[src/rtl/rtc_pkg.sv]
package rtc_pkg;
  localparam int ADDR_W = 4;
  localparam int DATA_W = 32;

  localparam logic [ADDR_W-1:0] A_SH_SUB  = 4'd0;
  localparam logic [ADDR_W-1:0] A_SH_SEC  = 4'd1;
  localparam logic [ADDR_W-1:0] A_WALL_LO = 4'd2;
  localparam logic [ADDR_W-1:0] A_WALL_HI = 4'd3;
  localparam logic [ADDR_W-1:0] A_OFS_LO  = 4'd4;
  localparam logic [ADDR_W-1:0] A_OFS_HI  = 4'd5;
  localparam logic [ADDR_W-1:0] A_STATUS  = 4'd6;
  localparam logic [ADDR_W-1:0] A_ALM_VAL = 4'd7;
  localparam logic [ADDR_W-1:0] A_ALM_EN  = 4'd8;

  localparam int ST_OVF_BIT = 2;

  typedef struct packed {
    logic alarm;
    logic ovf;
    logic pending;
    logic stale;
  } rtc_status_t;
endpackage

[src/rtl/rtc_counter.sv]
module rtc_counter #(
  parameter int SUB_W    = 15,
  parameter int SEC_W    = 32,
  parameter int DIV_LOG2 = 8
) (
  input  logic             clk,
  input  logic             rst_n,
  input  logic             osc_tick,
  output logic [SUB_W-1:0] sub_cnt,
  output logic [SEC_W-1:0] sec_cnt,
  output logic             div_tick,
  output logic             sec_wrap
);
  always_ff @(posedge clk or negedge rst_n) begin
    if (!rst_n) begin
      sub_cnt  <= '0;
      sec_cnt  <= '0;
      div_tick <= 1'b0;
      sec_wrap <= 1'b0;
    end else begin
      div_tick <= 1'b0;
      sec_wrap <= 1'b0;
      if (osc_tick) begin
        div_tick <= &sub_cnt[DIV_LOG2-1:0];
        if (&sub_cnt) begin
          sub_cnt  <= '0;
          sec_cnt  <= sec_cnt + 1'b1;
          sec_wrap <= &sec_cnt;
        end else begin
          sub_cnt <= sub_cnt + 1'b1;
        end
      end
    end
  end

  AST_SUB_CARRY: assert property (@(posedge clk) disable iff (!rst_n)
    (osc_tick && (&sub_cnt)) |=> (sub_cnt == '0 && sec_cnt == $past(sec_cnt) + 1'b1));
  AST_COUNT_HOLD: assert property (@(posedge clk) disable iff (!rst_n)
    !osc_tick |=> ($stable(sub_cnt) && $stable(sec_cnt)));
endmodule

[src/rtl/rtc_shadow.sv]
module rtc_shadow #(
  parameter int SUB_W    = 15,
  parameter int SEC_W    = 32,
  parameter int OFS_W    = 48
) (
  input  logic             clk,
  input  logic             rst_n,
  input  logic             div_tick,
  input  logic             sleep,
  input  logic             freeze,
  input  logic [SUB_W-1:0] sub_cnt,
  input  logic [SEC_W-1:0] sec_cnt,
  input  logic [OFS_W-1:0] ofs_stage,
  input  logic             ofs_load,
  output logic [SUB_W-1:0] sh_sub,
  output logic [SEC_W-1:0] sh_sec,
  output logic [OFS_W-1:0] sh_wall,
  output logic [OFS_W-1:0] ofs_act,
  output logic             pending,
  output logic             stale
);
  logic             sleep_q;
  logic             wake;
  logic             refresh;
  logic [OFS_W-1:0] ofs_next;

  assign wake     = sleep_q && !sleep;
  assign refresh  = div_tick && !freeze && !sleep;
  assign ofs_next = pending ? ofs_stage : ofs_act;

  always_ff @(posedge clk or negedge rst_n) begin
    if (!rst_n) begin
      sleep_q <= 1'b0;
      sh_sub  <= '0;
      sh_sec  <= '0;
      sh_wall <= '0;
      ofs_act <= '0;
      pending <= 1'b0;
      stale   <= 1'b1;
    end else begin
      sleep_q <= sleep;
      if (refresh) begin
        sh_sub  <= sub_cnt;
        sh_sec  <= sec_cnt;
        ofs_act <= ofs_next;
        sh_wall <= ofs_next + OFS_W'({sec_cnt, sub_cnt});
      end
      if (ofs_load)     pending <= 1'b1;
      else if (refresh) pending <= 1'b0;
      if (wake)         stale <= 1'b1;
      else if (refresh) stale <= 1'b0;
    end
  end

  AST_FREEZE_HOLD: assert property (@(posedge clk) disable iff (!rst_n)
    freeze |=> ($stable(sh_sec) && $stable(sh_wall) && $stable(sh_sub)));
  AST_SLEEP_HOLD: assert property (@(posedge clk) disable iff (!rst_n)
    sleep |=> ($stable(sh_sec) && $stable(sh_sub)));
  AST_STALE_ON_WAKE: assert property (@(posedge clk) disable iff (!rst_n)
    (sleep_q && !sleep) |=> stale);
  AST_PEND_CLEAR: assert property (@(posedge clk) disable iff (!rst_n)
    (refresh && !ofs_load) |=> !pending);
endmodule

[src/rtl/rtc_regif.sv]
module rtc_regif
  import rtc_pkg::*;
#(
  parameter int SUB_W = 15,
  parameter int SEC_W = 32,
  parameter int OFS_W = 48
) (
  input  logic              clk,
  input  logic              rst_n,
  input  logic              req_valid,
  output logic              req_ready,
  input  logic              req_write,
  input  logic [ADDR_W-1:0] req_addr,
  input  logic [DATA_W-1:0] req_wdata,
  output logic              rsp_valid,
  input  logic              rsp_ready,
  output logic [DATA_W-1:0] rsp_data,
  input  logic [SUB_W-1:0]  sh_sub,
  input  logic [SEC_W-1:0]  sh_sec,
  input  logic [OFS_W-1:0]  sh_wall,
  input  logic [OFS_W-1:0]  ofs_act,
  input  logic              pending,
  input  logic              stale,
  input  logic              sec_wrap,
  input  logic [SEC_W-1:0]  sec_cnt,
  output logic              freeze,
  output logic [OFS_W-1:0]  ofs_stage,
  output logic              ofs_load,
  output logic              alarm_irq
);
  localparam int HI_W = OFS_W - DATA_W;

  logic              accept;
  logic              ovf_clr;
  logic              ovf;
  logic [SEC_W-1:0]  alm_val;
  logic              alm_en;
  logic [DATA_W-1:0] rd_mux;
  rtc_status_t       status;

  assign req_ready = !rsp_valid;
  assign accept    = req_valid && req_ready;
  assign ovf_clr   = accept && req_write && req_addr == A_STATUS && req_wdata[ST_OVF_BIT];
  assign alarm_irq = alm_en && (sec_cnt == alm_val);
  assign status    = '{alarm: alarm_irq, ovf: ovf, pending: pending, stale: stale};

  always_comb begin
    rd_mux = '0;
    case (req_addr)
      A_SH_SUB:  rd_mux = DATA_W'(sh_sub);
      A_SH_SEC:  rd_mux = DATA_W'(sh_sec);
      A_WALL_LO: rd_mux = sh_wall[DATA_W-1:0];
      A_WALL_HI: rd_mux = DATA_W'(sh_wall[OFS_W-1:DATA_W]);
      A_OFS_LO:  rd_mux = ofs_act[DATA_W-1:0];
      A_OFS_HI:  rd_mux = DATA_W'(ofs_act[OFS_W-1:DATA_W]);
      A_STATUS:  rd_mux = DATA_W'(status);
      A_ALM_VAL: rd_mux = DATA_W'(alm_val);
      A_ALM_EN:  rd_mux = DATA_W'(alm_en);
      default:   rd_mux = '0;
    endcase
  end

  always_ff @(posedge clk or negedge rst_n) begin
    if (!rst_n) begin
      rsp_valid <= 1'b0;
      rsp_data  <= '0;
      freeze    <= 1'b0;
      ofs_stage <= '0;
      ofs_load  <= 1'b0;
      ovf       <= 1'b0;
      alm_val   <= '0;
      alm_en    <= 1'b0;
    end else begin
      ofs_load <= 1'b0;
      if (rsp_valid && rsp_ready) rsp_valid <= 1'b0;
      if (accept) begin
        rsp_valid <= 1'b1;
        rsp_data  <= req_write ? '0 : rd_mux;
        if (req_write) begin
          case (req_addr)
            A_OFS_LO:  ofs_stage[DATA_W-1:0] <= req_wdata;
            A_OFS_HI: begin
              ofs_stage[OFS_W-1:DATA_W] <= req_wdata[HI_W-1:0];
              ofs_load <= 1'b1;
            end
            A_ALM_VAL: alm_val <= req_wdata[SEC_W-1:0];
            A_ALM_EN:  alm_en  <= req_wdata[0];
            default: ;
          endcase
        end else begin
          if (req_addr == A_SH_SUB)  freeze <= 1'b1;
          if (req_addr == A_WALL_HI) freeze <= 1'b0;
        end
      end
      if (sec_wrap)     ovf <= 1'b1;
      else if (ovf_clr) ovf <= 1'b0;
    end
  end

  AST_RSP_HOLD: assert property (@(posedge clk) disable iff (!rst_n)
    (rsp_valid && !rsp_ready) |=> (rsp_valid && $stable(rsp_data)));
  AST_OVF_STICKY: assert property (@(posedge clk) disable iff (!rst_n)
    (ovf && !ovf_clr) |=> ovf);
  AST_WRAP_SETS_OVF: assert property (@(posedge clk) disable iff (!rst_n)
    sec_wrap |=> ovf);
endmodule

[src/rtl/rtc_epoch_top.sv]
module rtc_epoch_top
  import rtc_pkg::*;
#(
  parameter int SUB_W    = 15,
  parameter int SEC_W    = 32,
  parameter int OFS_W    = 48,
  parameter int DIV_LOG2 = 8
) (
  input  logic              clk,
  input  logic              rst_n,
  input  logic              osc_tick,
  input  logic              sleep,
  input  logic              req_valid,
  output logic              req_ready,
  input  logic              req_write,
  input  logic [ADDR_W-1:0] req_addr,
  input  logic [DATA_W-1:0] req_wdata,
  output logic              rsp_valid,
  input  logic              rsp_ready,
  output logic [DATA_W-1:0] rsp_data,
  output logic              alarm_irq
);
  logic [SUB_W-1:0] sub_cnt, sh_sub;
  logic [SEC_W-1:0] sec_cnt, sh_sec;
  logic [OFS_W-1:0] sh_wall, ofs_act, ofs_stage;
  logic             div_tick, sec_wrap, freeze, ofs_load, pending, stale;

  rtc_counter #(.SUB_W(SUB_W), .SEC_W(SEC_W), .DIV_LOG2(DIV_LOG2)) u_cnt (
    .clk(clk), .rst_n(rst_n), .osc_tick(osc_tick),
    .sub_cnt(sub_cnt), .sec_cnt(sec_cnt), .div_tick(div_tick), .sec_wrap(sec_wrap)
  );

  rtc_shadow #(.SUB_W(SUB_W), .SEC_W(SEC_W), .OFS_W(OFS_W)) u_shd (
    .clk(clk), .rst_n(rst_n), .div_tick(div_tick), .sleep(sleep), .freeze(freeze),
    .sub_cnt(sub_cnt), .sec_cnt(sec_cnt), .ofs_stage(ofs_stage), .ofs_load(ofs_load),
    .sh_sub(sh_sub), .sh_sec(sh_sec), .sh_wall(sh_wall), .ofs_act(ofs_act),
    .pending(pending), .stale(stale)
  );

  rtc_regif #(.SUB_W(SUB_W), .SEC_W(SEC_W), .OFS_W(OFS_W)) u_reg (
    .clk(clk), .rst_n(rst_n),
    .req_valid(req_valid), .req_ready(req_ready), .req_write(req_write),
    .req_addr(req_addr), .req_wdata(req_wdata),
    .rsp_valid(rsp_valid), .rsp_ready(rsp_ready), .rsp_data(rsp_data),
    .sh_sub(sh_sub), .sh_sec(sh_sec), .sh_wall(sh_wall), .ofs_act(ofs_act),
    .pending(pending), .stale(stale), .sec_wrap(sec_wrap), .sec_cnt(sec_cnt),
    .freeze(freeze), .ofs_stage(ofs_stage), .ofs_load(ofs_load), .alarm_irq(alarm_irq)
  );
endmodule

[config.mk]
export PLATFORM = sky130hd
export DESIGN_NAME = rtc_epoch_top
export DESIGN_NICKNAME = d
export VERILOG_FILES = /design/src/rtl/rtc_pkg.sv /design/src/rtl/rtc_counter.sv /design/src/rtl/rtc_shadow.sv /design/src/rtl/rtc_regif.sv /design/src/rtl/rtc_epoch_top.sv
export SDC_FILE = /design/constraint.sdc
export NUM_CORES = 1
export LEC_CHECK = 0
export BUFFER_PORTS_ARGS = -buffer_cell sky130_fd_sc_hd__buf_2
export CAP_MARGIN = 20
export CELL_PAD_IN_SITES_DETAIL_PLACEMENT = 2
export CELL_PAD_IN_SITES_GLOBAL_PLACEMENT = 2
export CORE_UTILIZATION = 30
export CTS_CLUSTER_SIZE = 8
export DETAILED_ROUTE_END_ITERATION = 16
export GPL_TIMING_DRIVEN = 0
export PLACE_DENSITY = 0.61
export SYNTH_ARGS = -nofsm -noshare
export SYNTH_HDL_FRONTEND = slang
export SYNTH_SLANG_ARGS = --single-unit
[constraint.sdc]
create_clock -name clk -period 4.3 [get_ports clk]
set_clock_uncertainty 0.1 [all_clocks]
set_input_delay 1.075 -clock clk [delete_from_list [all_inputs] [get_ports clk]]
set_output_delay 1.075 -clock clk [all_outputs]
set_load 0.03 [all_outputs]
==> results.cfg <==
[status]
outcome = finished clean

[setup_path]
cp_data_required_time_ps = 3120
crit_type = reg -> out
rr_worst_depth = 15
crit_path_end_kind = output port
rrSetupSlack_ps = 140
start_kind = flop
timing.rr.start = u_shd.pending$_DFFE_PN0P_
cp-startpoint = u_cnt.sec_cnt[16]$_DFFE_PN0P_
r2r-end = u_shd.sh_wall[32]$_DFFE_PN0P_
worstPathArrival_ps = 3080
crit_path_max_fanout = 7

[timing]
maxSlewHeadroom = 0.240
period_needed_ps = 4260
setup_violations = 0
period_share = 0.990
worst_pin_slew_ps = 1140
maxSlewViolCount = 0
hold_violations = 0
fin_setup_tns_ps = 0
max_freq_ghz = 0.235

[global_route]
grt_pass1_vias = 14856
grt_pass1_wl_um = 104000
grt_start_max_net_pins = 112
grt_usage = 0.260
grt_antenna_before_repair = 3
grt_overflow = 0

[floorplan]
num_io_pins = 78
dieArea_sq_um = 55400
die_width_um = 235
initial_core_util = 0.303
rows = 85
coreArea_sq_um = 53800
dieHeight_um = 235

[job]
max_cap_viol_count = 0

[synth]
avgSynthCellArea_sq_um = 9.84
synth_area_leaders = dfrtp_1 (48%), nand2_1 (9.3%), mux2_2 (8.6%)
netlist.area_leader.share = 0.477
synth-edff-count = 0
ys_seq_area_frac = 0.478
synth_ff_type = dfrtp_1
async_flop_share = 1.00
ys_ff_latch = 312
synth_warnings = 0
synthCells = 1659
synth_top_area_cell = dfrtp_1
synth_fp_nets = 1752
syn-cell-area_sq_um = 16300
synth.distinct_cells = 73

[final_layout]
fin_nets = 1889
area_growth_pct = 17.7
drive_gt1_frac = 0.172
nFillCells = 5839

[power_and_ir_drop]
leakagePower_nw = 9.04
power_mw = 7.75
power_density_nw_per_um2 = 403
ir_drop_mv = 0.242

[clocking]
cts_tree = built
clkTransAtPathRegs_ps = 50
htreeDepth = 2
clock-root-buffer = clkbuf_16
hold_buffers = 0
cts.sink_count = 312
numCtsBuffers = 46
worstSkewPairLatency_ps = 580
clock_path_buffers = 3

[route]
drt_wl_total_um = 71200
vias = 13761
route.detailed.drc = 0
drt-wirelength-per-cell_um = 28.4
postRouteAntennaNets = 0
viasPerCell = 5.49
drtIter0Drc = 824
firstDrtPassIters = 5

[placed_design]
hpwlAfterDp_um = 54000
portBuffers = 75
gp_routability_congestion = 0.875

[min_path]
hp-class = in -> async
==> through the flow <==
step | cell area, sq um | utilization | worst slack (ps) | hold WS [ps] | std cells
2_1_floorplan | 16300 | - | 488 | 304 | 1659
3_3_place_gp | 17600 | 0.327 | -4510 | 307 | 2430
3_5_place_dp | 17700 | 0.329 | -992 | 323 | 2436
4_1_cts | 19100 | 0.356 | 35.5 | 208 | 2501
5_1_grt | 19200 | 0.357 | -10.0 | 225 | 2505
6_report | 19200 | 0.357 | 41.7 | 229 | 2507
==> kinds of logic (layout without fill, tap and decap cells) <==
group	Yosys count	in the layout	synth area share
AO/OA/AOI/OAI	331	331	0.142
XOR/XNOR	116	116	0.0622
adder cells (fa/ha/maj)	50	50	0.0388
buffers and inverters	116	266	0.0268
flip-flops	312	312	0.478
multiplexers	138	138	0.0947
other	0	2	0
AND/OR/NAND/NOR	596	596	0.158
==> flip-flops by register name, indices dropped and copies added, names as in the netlist, 15 cells and up <==
name / cells
u_shd.sh_wall: 48
u_reg.alm_val: 32
u_shd.ofs_act: 48
u_reg.ofs_stage: 48
u_reg.rsp_data: 32
u_shd.sh_sub: 15
u_cnt.sec_cnt: 32
u_cnt.sub_cnt: 15
u_shd.sh_sec: 32
==> cells in the final DEF (no fill, tap or decap), drive strengths merged, types with 5 or more instances in the layout <==
cell,netlist,layout
o21ai,96,96
nand4,31,31
and2,7,7
a221oi,21,21
nand2,406,406
o211ai,6,6
mux2,132,132
mux2i,6,6
a22o,18,18
o21bai,7,7
nand3,32,32
nor2,57,57
a22oi,36,36
nor2b,5,5
inv,20,21
a21o,32,32
and3,10,10
dfrtp,311,311
a21oi,52,52
xor2,42,42
o31ai,9,9
clkbuf,84,140
xnor2,74,74
a31oi,15,15
a211oi,6,6
ha,49,49
nand2b,6,6
a222oi,10,10
nor4,9,9
nor3,18,18
buf,12,103
==> timing repair <==
action,CTS,global route
resized for setup,23,8
pin swaps,3,3
hold endpoints to repair,0,0
setup endpoints to repair,31,12
buffers inserted,5,4
cloned,0,0
==> worst max-delay path by stage <==
stage	to	slack [ps]	cells past startpoint
floorplan	u_shd.sh_wall[44]$_DFFE_PN0P_	490	14
global placement	u_reg.rsp_data[6]$_DFFE_PN0P_	-4510	1
detailed placement	u_shd.sh_wall[46]$_DFFE_PN0P_	-990	14
CTS	u_shd.sh_wall[44]$_DFFE_PN0P_	40	13
global route	u_shd.sh_wall[32]$_DFFE_PN0P_	-10	15
finish	alarm_irq	40	7
==> power breakdown <==
group          total [mW]  switching, mW  internal, mW
combinational        1.06          0.639         0.421
sequential           3.32          0.219          3.11
clock                3.37           1.38          1.99
total                7.75           2.23          5.52
==> final cells by class <==
type / count / area [sq um] / area share
inverter: 20 / 75.1 / 0.00391
multi-input combinational: 1231 / 8210 / 0.427
antenna: 2 / 5.00 / 0.000260
sequential: 312 / 7810 / 0.406
tap: 696 / 871 / 0.0453
timing repair buffer: 90 / 586 / 0.0305
buffer: 95 / 392 / 0.0204
clock buffer: 58 / 1250 / 0.0649
clock inverter: 3 / 18.8 / 0.000977
==> critical path, stage by stage (launching register included) <==
cell      delay (ps)
dfrtp_1          400
clkbuf_1         350
xnor2_1          170
nand4_1          190
nor4_4           440
nand4_1          220
nor4_4           450
buf_2            270
==> metal layers <==
metal  up-vias  share of wire  GRT usage
met1      7339           0.47      0.362
met2       249           0.47      0.425
met4         0          0.027     0.0802
met3        85          0.033     0.0254
li1       6088              -          -
met5         -              0          0
==> Yosys cell counts (3+ instances only) <==
cell      number
a22o_1        18
o21ai_1       25
xnor2_1       74
mux2_1         8
a21o_1        32
mux2i_1        6
a221oi_1      18
o21a_1         4
a211oi_1       5
o21bai_1       7
o31ai_1        7
o211ai_1       6
nor4_1         6
a22oi_1       36
clkbuf_1      84
ha_1          49
nand2b_1       6
o221ai_1       3
buf_1         10
nor2_1        56
nand4_1       31
xor2_1        42
dfrtp_1      311
and2_1         6
nor4_2         3
nand2_1      405
a31oi_1       14
and3_1        10
nand3_1       32
or3_1          3
a21oi_1       51
mux2_2       124
inv_1         20
o21ai_0       70
a222oi_1      10
nor3_1        16
nor2b_1        5
a221oi_4       3
Note: power is estimated with default switching activity, not from simulation.
